## config.mk

```make
export PLATFORM = sky130hd
export DESIGN_NAME = cont_access_engine
export DESIGN_NICKNAME = d
export VERILOG_FILES = /design/src/rtl/cae_pkg.sv /design/src/rtl/cae_lfsr.sv /design/src/rtl/cae_slot_timer.sv /design/src/rtl/cae_arbiter.sv /design/src/rtl/cont_access_engine.sv
export SDC_FILE = /design/constraint.sdc
export NUM_CORES = 1
export LEC_CHECK = 0
export ABC_CLOCK_PERIOD_IN_PS = 6500
export BUFFER_PORTS_ARGS = -buffer_cell sky130_fd_sc_hd__buf_4
export CORE_MARGIN = 1
export CORE_UTILIZATION = 52
export CTS_BUF_LIST = sky130_fd_sc_hd__clkbuf_8
export CTS_CLUSTER_SIZE = 16
export DETAILED_ROUTE_END_ITERATION = 6
export PLACE_DENSITY = 0.75
export SLEW_MARGIN = 20
export SYNTH_ARGS = -nofsm -noshare
export SYNTH_HDL_FRONTEND = slang
export SYNTH_HIERARCHICAL = 1
export SYNTH_SLANG_ARGS = --single-unit
```

## constraint.sdc

```tcl
create_clock -name clk -period 6.5 [get_ports clk]
set_input_delay 0.325 -clock clk [delete_from_list [all_inputs] [get_ports clk]]
set_output_delay 0.325 -clock clk [all_outputs]
set_load 0.02 [all_outputs]
```

## src/rtl/cae_pkg.sv

```systemverilog
package cae_pkg;

   // per-category event bundle handed from the arbiter to each slot timer
   typedef struct packed {
      logic win;   // category takes the medium
      logic coll;  // internal collision with a higher category
      logic done;  // exchange finished
      logic ok;    // exchange result
   } cat_evt_t;

endpackage

```

## src/rtl/cae_lfsr.sv

```systemverilog
module cae_lfsr #(
   parameter int unsigned W    = 16,
   parameter logic [W-1:0] SEED = W'(16'hACE1)
) (
   input  logic         clk,
   input  logic         rst_n,
   output logic [W-1:0] state
);

   initial begin
      assert (W == 16 || W == 24 || W == 32)
         else $error("cae_lfsr: width %0d has no tap set", W);
      assert (SEED != '0) else $error("cae_lfsr: seed must be non-zero");
   end

   logic [W-1:0] taps;

   generate
      if (W == 16) begin : g_w16
         assign taps = W'(16'hB400);
      end else if (W == 24) begin : g_w24
         assign taps = W'(24'hE10000);
      end else begin : g_w32
         assign taps = W'(32'h80200003);
      end
   endgenerate

   always_ff @(posedge clk or negedge rst_n) begin
      if (!rst_n)
         state <= SEED;
      else if (state[0])
         state <= (state >> 1) ^ taps;
      else
         state <= state >> 1;
   end

endmodule

```

## src/rtl/cae_slot_timer.sv

```systemverilog
module cae_slot_timer
   import cae_pkg::*;
#(
   parameter int unsigned AIFS_W  = 4,
   parameter int unsigned EXP_W   = 4,
   parameter int unsigned MAX_EXP = 10,
   localparam int unsigned CW_W   = MAX_EXP,
   localparam int unsigned ST_W   = $clog2(MAX_EXP + 2),
   localparam int unsigned SUM_W  = ((EXP_W > ST_W) ? EXP_W : ST_W) + 1
) (
   input  logic              clk,
   input  logic              rst_n,
   input  logic              pending,
   input  logic [AIFS_W-1:0] aifs_n,
   input  logic [EXP_W-1:0]  emin,
   input  logic [EXP_W-1:0]  emax,
   input  logic [CW_W-1:0]   rnd,
   input  logic              cnt_tick,
   input  logic              busy_tick,
   input  cat_evt_t          evt,
   output logic              ready,
   output logic [CW_W-1:0]   cw_val
);

   logic              armed;
   logic              in_tx;
   logic [ST_W-1:0]   stage;
   logic [AIFS_W-1:0] aifs_left;
   logic [CW_W-1:0]   bo_left;

   logic [EXP_W-1:0]  e_lim;
   logic [SUM_W-1:0]  e_try;
   logic [SUM_W-1:0]  e_cur;
   logic              can_grow;
   logic [ST_W-1:0]   stage_up;
   logic [CW_W-1:0]   cw_up;
   logic [CW_W:0]     pow2;

   // window exponent: minimum plus doublings, clamped by the ceiling
   always_comb begin
      e_lim    = (emax > EXP_W'(MAX_EXP)) ? EXP_W'(MAX_EXP) : emax;
      e_try    = SUM_W'(emin) + SUM_W'(stage);
      can_grow = e_try < SUM_W'(e_lim);
      e_cur    = can_grow ? e_try : SUM_W'(e_lim);
      pow2     = (CW_W + 1)'(1) << e_cur;
      cw_val   = CW_W'(pow2 - (CW_W + 1)'(1));
      stage_up = can_grow ? stage + 1'b1 : stage;
      cw_up    = can_grow ? {cw_val[CW_W-2:0], 1'b1} : cw_val;
   end

   always_ff @(posedge clk or negedge rst_n) begin
      if (!rst_n) begin
         armed     <= 1'b0;
         in_tx     <= 1'b0;
         stage     <= '0;
         aifs_left <= '0;
         bo_left   <= '0;
      end else if (in_tx) begin
         if (evt.done) begin
            in_tx <= 1'b0;
            armed <= 1'b0;
            stage <= evt.ok ? '0 : stage_up;
         end
      end else if (evt.win) begin
         in_tx <= 1'b1;
         armed <= 1'b0;
      end else if (!pending) begin
         armed <= 1'b0;
      end else if (!armed) begin
         armed     <= 1'b1;
         aifs_left <= aifs_n;
         bo_left   <= rnd & cw_val;
      end else if (evt.coll) begin
         stage     <= stage_up;
         aifs_left <= aifs_n;
         bo_left   <= rnd & cw_up;
      end else if (busy_tick) begin
         aifs_left <= aifs_n;
      end else if (cnt_tick) begin
         if (aifs_left != '0)
            aifs_left <= aifs_left - 1'b1;
         else if (bo_left != '0)
            bo_left <= bo_left - 1'b1;
      end
   end

   assign ready = armed && !in_tx && (aifs_left == '0) && (bo_left == '0);


   bo_range_chk: assert property (@(posedge clk) disable iff (!rst_n)
      (armed && $stable(emin) && $stable(emax)) |-> (bo_left <= cw_val));


   disarm_chk: assert property (@(posedge clk) disable iff (!rst_n)
      (!pending && !in_tx && !evt.win) |=> !ready);

endmodule

```

## src/rtl/cae_arbiter.sv

```systemverilog
module cae_arbiter
   import cae_pkg::*;
#(
   parameter int unsigned NCAT   = 4,
   parameter int unsigned TIME_W = 12,
   localparam int unsigned CAT_W = $clog2(NCAT)
) (
   input  logic                   clk,
   input  logic                   rst_n,
   input  logic                   slot_tick,
   input  logic                   med_idle,
   input  logic                   in_cont,
   input  logic [TIME_W-1:0]      time_left,
   input  logic [NCAT*TIME_W-1:0] xdur,
   input  logic [NCAT-1:0]        ready,
   input  logic                   tx_done,
   input  logic                   tx_ok,
   output logic                   cnt_tick,
   output logic                   busy_tick,
   output cat_evt_t               evt [NCAT],
   output logic                   gnt_valid,
   output logic [CAT_W-1:0]       gnt_cat,
   output logic                   tx_active
);

   logic [CAT_W-1:0]  top_idx;
   logic              any_ready;
   logic [TIME_W-1:0] top_dur;
   logic              fits;
   logic              do_grant;
   logic [NCAT-1:0]   win_vec;
   logic [NCAT-1:0]   coll_vec;
   logic [TIME_W-1:0] sel_dur;

   // highest ready index is the contender
   always_comb begin
      top_idx   = '0;
      any_ready = 1'b0;
      for (int i = 0; i < NCAT; i++) begin
         if (ready[i]) begin
            top_idx   = CAT_W'(i);
            any_ready = 1'b1;
         end
      end
   end

   assign top_dur   = xdur[top_idx*TIME_W +: TIME_W];
   assign fits      = top_dur <= time_left;
   assign cnt_tick  = slot_tick && med_idle && in_cont && !tx_active;
   assign busy_tick = slot_tick && !med_idle && in_cont && !tx_active;
   assign do_grant  = cnt_tick && any_ready && fits;
   assign win_vec   = do_grant ? (NCAT'(1) << top_idx) : '0;
   assign coll_vec  = do_grant ? (ready & ~win_vec) : '0;

   generate
      for (genvar c = 0; c < NCAT; c++) begin : g_evt
         assign evt[c].win  = win_vec[c];
         assign evt[c].coll = coll_vec[c];
         assign evt[c].done = tx_done && tx_active;
         assign evt[c].ok   = tx_ok;
      end
   endgenerate

   always_ff @(posedge clk or negedge rst_n) begin
      if (!rst_n) begin
         tx_active <= 1'b0;
         gnt_valid <= 1'b0;
         gnt_cat   <= '0;
      end else begin
         gnt_valid <= do_grant;
         if (do_grant) begin
            tx_active <= 1'b1;
            gnt_cat   <= top_idx;
         end else if (tx_done) begin
            tx_active <= 1'b0;
         end
      end
   end

   // duration of the actual winner, muxed from the one-hot grant vector
   always_comb begin
      sel_dur = '0;
      for (int i = 0; i < NCAT; i++)
         if (win_vec[i]) sel_dur = sel_dur | xdur[i*TIME_W +: TIME_W];
   end


   fit_chk: assert property (@(posedge clk) disable iff (!rst_n)
      (|win_vec) |-> (sel_dur <= time_left));


   one_winner_chk: assert property (@(posedge clk) disable iff (!rst_n)
      $onehot0(win_vec));


   loser_below_chk: assert property (@(posedge clk) disable iff (!rst_n)
      (|coll_vec) |-> (coll_vec < win_vec));


   no_overlap_chk: assert property (@(posedge clk) disable iff (!rst_n)
      gnt_valid |-> !$past(tx_active));


   grant_on_tick_chk: assert property (@(posedge clk) disable iff (!rst_n)
      gnt_valid |-> $past(slot_tick && med_idle && in_cont));

endmodule

```

## src/rtl/cont_access_engine.sv

```systemverilog
module cont_access_engine
   import cae_pkg::*;
#(
   parameter int unsigned NCAT    = 4,
   parameter int unsigned AIFS_W  = 4,
   parameter int unsigned EXP_W   = 4,
   parameter int unsigned MAX_EXP = 10,
   parameter int unsigned TIME_W  = 12,
   parameter int unsigned LFSR_W  = 16,
   localparam int unsigned CAT_W  = $clog2(NCAT),
   localparam int unsigned CW_W   = MAX_EXP
) (
   input  logic                   clk,
   input  logic                   rst_n,
   input  logic [NCAT-1:0]        q_pending,
   input  logic [NCAT*AIFS_W-1:0] aifs_n,
   input  logic [NCAT*EXP_W-1:0]  ecw_min,
   input  logic [NCAT*EXP_W-1:0]  ecw_max,
   input  logic                   slot_tick,
   input  logic                   med_idle,
   input  logic                   in_cont,
   input  logic [TIME_W-1:0]      time_left,
   input  logic [NCAT*TIME_W-1:0] xdur,
   input  logic                   tx_done,
   input  logic                   tx_ok,
   output logic                   gnt_valid,
   output logic [CAT_W-1:0]       gnt_cat,
   output logic                   tx_active,
   output logic [NCAT*CW_W-1:0]   win_now
);

   localparam int unsigned ROT = LFSR_W / NCAT;

   initial begin
      assert (NCAT >= 2) else $error("cont_access_engine: need two or more categories");
      assert (MAX_EXP >= 2 && MAX_EXP < (1 << EXP_W))
         else $error("cont_access_engine: MAX_EXP out of range for EXP_W");
      assert (LFSR_W >= CW_W) else $error("cont_access_engine: LFSR narrower than window");
   end

   logic [LFSR_W-1:0] lfsr;
   logic [NCAT-1:0]   ready;
   logic              cnt_tick;
   logic              busy_tick;
   cat_evt_t          evt [NCAT];

   cae_lfsr #(.W(LFSR_W), .SEED(LFSR_W'(16'hACE1))) u_lfsr (
      .clk   (clk),
      .rst_n (rst_n),
      .state (lfsr)
   );

   generate
      for (genvar c = 0; c < NCAT; c++) begin : g_cat
         logic [LFSR_W-1:0] rot;
         logic [CW_W-1:0]   rnd;
         logic [CW_W-1:0]   cw_c;

         // each category sees a differently rotated, folded copy of the LFSR
         always_comb begin
            rot = (lfsr >> (c * ROT)) | (lfsr << (LFSR_W - c * ROT));
            rnd = '0;
            for (int k = 0; k < LFSR_W; k++)
               rnd[k % CW_W] = rnd[k % CW_W] ^ rot[k];
         end

         cae_slot_timer #(
            .AIFS_W  (AIFS_W),
            .EXP_W   (EXP_W),
            .MAX_EXP (MAX_EXP)
         ) u_tmr (
            .clk       (clk),
            .rst_n     (rst_n),
            .pending   (q_pending[c]),
            .aifs_n    (aifs_n[c*AIFS_W +: AIFS_W]),
            .emin      (ecw_min[c*EXP_W +: EXP_W]),
            .emax      (ecw_max[c*EXP_W +: EXP_W]),
            .rnd       (rnd),
            .cnt_tick  (cnt_tick),
            .busy_tick (busy_tick),
            .evt       (evt[c]),
            .ready     (ready[c]),
            .cw_val    (cw_c)
         );

         assign win_now[c*CW_W +: CW_W] = cw_c;
      end
   endgenerate

   cae_arbiter #(.NCAT(NCAT), .TIME_W(TIME_W)) u_arb (
      .clk       (clk),
      .rst_n     (rst_n),
      .slot_tick (slot_tick),
      .med_idle  (med_idle),
      .in_cont   (in_cont),
      .time_left (time_left),
      .xdur      (xdur),
      .ready     (ready),
      .tx_done   (tx_done),
      .tx_ok     (tx_ok),
      .cnt_tick  (cnt_tick),
      .busy_tick (busy_tick),
      .evt       (evt),
      .gnt_valid (gnt_valid),
      .gnt_cat   (gnt_cat),
      .tx_active (tx_active)
   );


   cat_valid_chk: assert property (@(posedge clk) disable iff (!rst_n)
      gnt_valid |-> (gnt_cat < NCAT));

endmodule

```

==> results.cfg <==
[status]
status = completed

[global_routing]
grt_util_met1 = 0.392
gr-total-overflow = 0
grt_max_degree = 53
antenna_found_initial = 0
grt_pass1_wl_mm = 46.2
use_met3 = 0.0437
gr-usage-met2 = 0.474
top_usage_layer = met2
grt_pass1_vias = 9337
track_usage = 0.291

[setup_path]
crit_top_cell = o21ai_0
cp-start-kind = register
end_kind = register
crit_fanout = 16
cp.required_ns = 6.77
arrival_ns = 6.14
crit_buf_inv = 4
cpPeakStageDelay_ns = 0.72
cp_top_family = simple AND/OR/NAND/NOR gates
crit_slowest_cell = or4b_2
worstSetupPathType = reg2reg

[synth]
synth_seq_cells = 100
ys_warn_count = 6
synth-edff-count = 0
synth_fp_nets = 1409
yosysTopAreaCell = dfrtp_1
ys.flop_type = dfrtp_1
syn_inst = 1230
syn_area_per_cell_um2 = 7.98
seq_area_frac_synth = 0.256
synth-async-reset-ratio = 1.00
netlist_top_cells_area = dfrtp_1 (23%), ha_1 (7.1%), a21oi_1 (4.7%)
netlist.area_leader.share = 0.234
syn_area_mm2 = 0.00982
synth_cell_types = 101

[sta]
setup_viol = 0
period_needed_ns = 5.86
slew_violations = 0
slew_headroom = 0.225
hold-worst-slack_ns = 0.123
fin_tns_setup_ns = 0
skew_ns = 0.0165
hold_violations = 0
fin_crit_sh = 0.902
rsz0062_at_grt = no
worst_slew_pin_slew_ns = 1.16
fmax_ghz = 0.171

[place]
io_buffer_count = 162
dpl-instance-area_mm2 = 0.0111
dp_hpwl_mm = 21.6
place_congestion = 0.927

[final_layout]
final_common_cell = buf_4
num_antenna_cells = 0
fill_cells = 1644
final_area_mm2 = 0.0113
drive_gt1_frac = 0.192
syn_to_final_growth_pct = 15.4
seq_area_mm2 = 0.00251
final_util = 0.622
multi_input_area_mm2 = 0.00673
nNetsFinal = 1537
final_cell_mix = buf_4 (178), nand2_1 (110), nor2_1 (107)

[power]
power.leakage_uw = 0.00513
ir_drop_mv = 0.192
p_per_area_mw_per_mm2 = 284
total_power_uw = 3220

[clock_network]
post_cts_buffers = 0
cts_buffers = 9
clockRootBuffer = clkbuf_8
clk_pin_slew_ns = 0.10
cts.path.max_buffers = 2
clkSinkCount = 100
htreeDepth = 3
worstSkewPairLatency_ns = 0.39
cts_tree = built

[drt]
drcViolationCount = 0
wl_per_cell_um = 17.7
vias = 10125
drtPass1Iterations = 6
wl_mm = 28.1
drt_iter0_markers = 1070
vias_per_cell = 6.36
ant_nets = 0

[floorplan]
die-height_um = 139
num_rows = 49
io_pins = 163
initial_utilization = 0.539
core_mm2 = 0.0182
die_area_mm2 = 0.0194
die_w_um = 139

[hold_path]
hp-class = in2reg

[flow_run]
cap_violations = 0
==> worst paths after layout <==
path | cells past startpoint | start | to | slack (ns)
min in group asynchronous | 2 | rst_n | g_cat[2].u_tmr/stage[3] | 0.48
min | 2 | tx_done | u_arb/tx_active | 0.12
max in group asynchronous | 3 | rst_n | g_cat[0].u_tmr/bo_left[8] | 4.88
max reg2reg | 26 | g_cat[1].u_tmr/bo_left[0] | g_cat[0].u_tmr/bo_left[2] | 0.64
max | 26 | g_cat[1].u_tmr/bo_left[0] | g_cat[0].u_tmr/bo_left[2] | 0.64
min reg2reg | 0 | u_lfsr/state[6] | u_lfsr/state[5] | 0.39
==> kinds of logic after synthesis <==
kind of cell               synth area share
muxes                                0.0440
adders and majority gates            0.0795
xor gates and xnor gates             0.0400
AOI/OAI and AO/OA                     0.285
DFF                                   0.256
other                              0.000382
buffers and inverters                0.0607
and+or+nand+nor                       0.234
==> layer usage <==
layer | vias up | part of all wire
met5 | - | 0
met4 | 0 | 0.022
met3 | 60 | 0.071
met2 | 419 | 0.47
met1 | 4802 | 0.44
li1 | 4844 | -
==> report_power, final <==
part	internal, uW	leakage [uW]	switching (uW)
registers	718	0.00128	101
clock network	239	0.000116	233
logic	800	0.00373	1130
==> registers in the layout, indices dropped and copies added, names as in the netlist <==
signal / cells
u_arb/tx_active: 1
u_arb/gnt_valid: 1
g_cat.u_tmr/aifs_left: 16
g_cat.u_tmr/bo_left: 40
g_cat.u_tmr/stage: 16
u_lfsr/state: 16
g_cat.u_tmr/armed: 4
g_cat.u_tmr/in_tx: 4
u_arb/gnt_cat: 2
==> Yosys cell counts, types with 28 or more instances <==
library cell / count
dfrtp_1: 92
nand3_1: 46
ha_1: 56
a31oi_1: 29
xor2_1: 30
a21oi_1: 93
nor3_1: 28
mux2i_1: 33
clkbuf_1: 28
nor2_1: 107
nand2_1: 110
o21ai_0: 92
inv_1: 59
==> final cells by class <==
cell class | count | share of cell area
Timing Repair Buffer | 179 | 0.119
Clock buffer | 11 | 0.0134
Sequential cell | 100 | 0.222
Tap cell | 229 | 0.0253
Multi-Input combinational cell | 1007 | 0.594
Inverter | 61 | 0.0202
Clock inverter | 5 | 0.00718
==> stage by stage <==
step                instances  worst slack [ns]
floorplan                1230              1.14
global route             1592             0.137
global placement         1575             0.803
CTS                      1592             0.526
detailed placement       1575             0.571
finish                   1592             0.636
==> what timing repair did <==
action,in CTS,in global routing
hold buffers,1,0
setup endpoints to repair,0,6
gates resized for setup,0,1
hold endpoints to repair,46,0
Note: power is estimated with default switching activity, not from simulation.
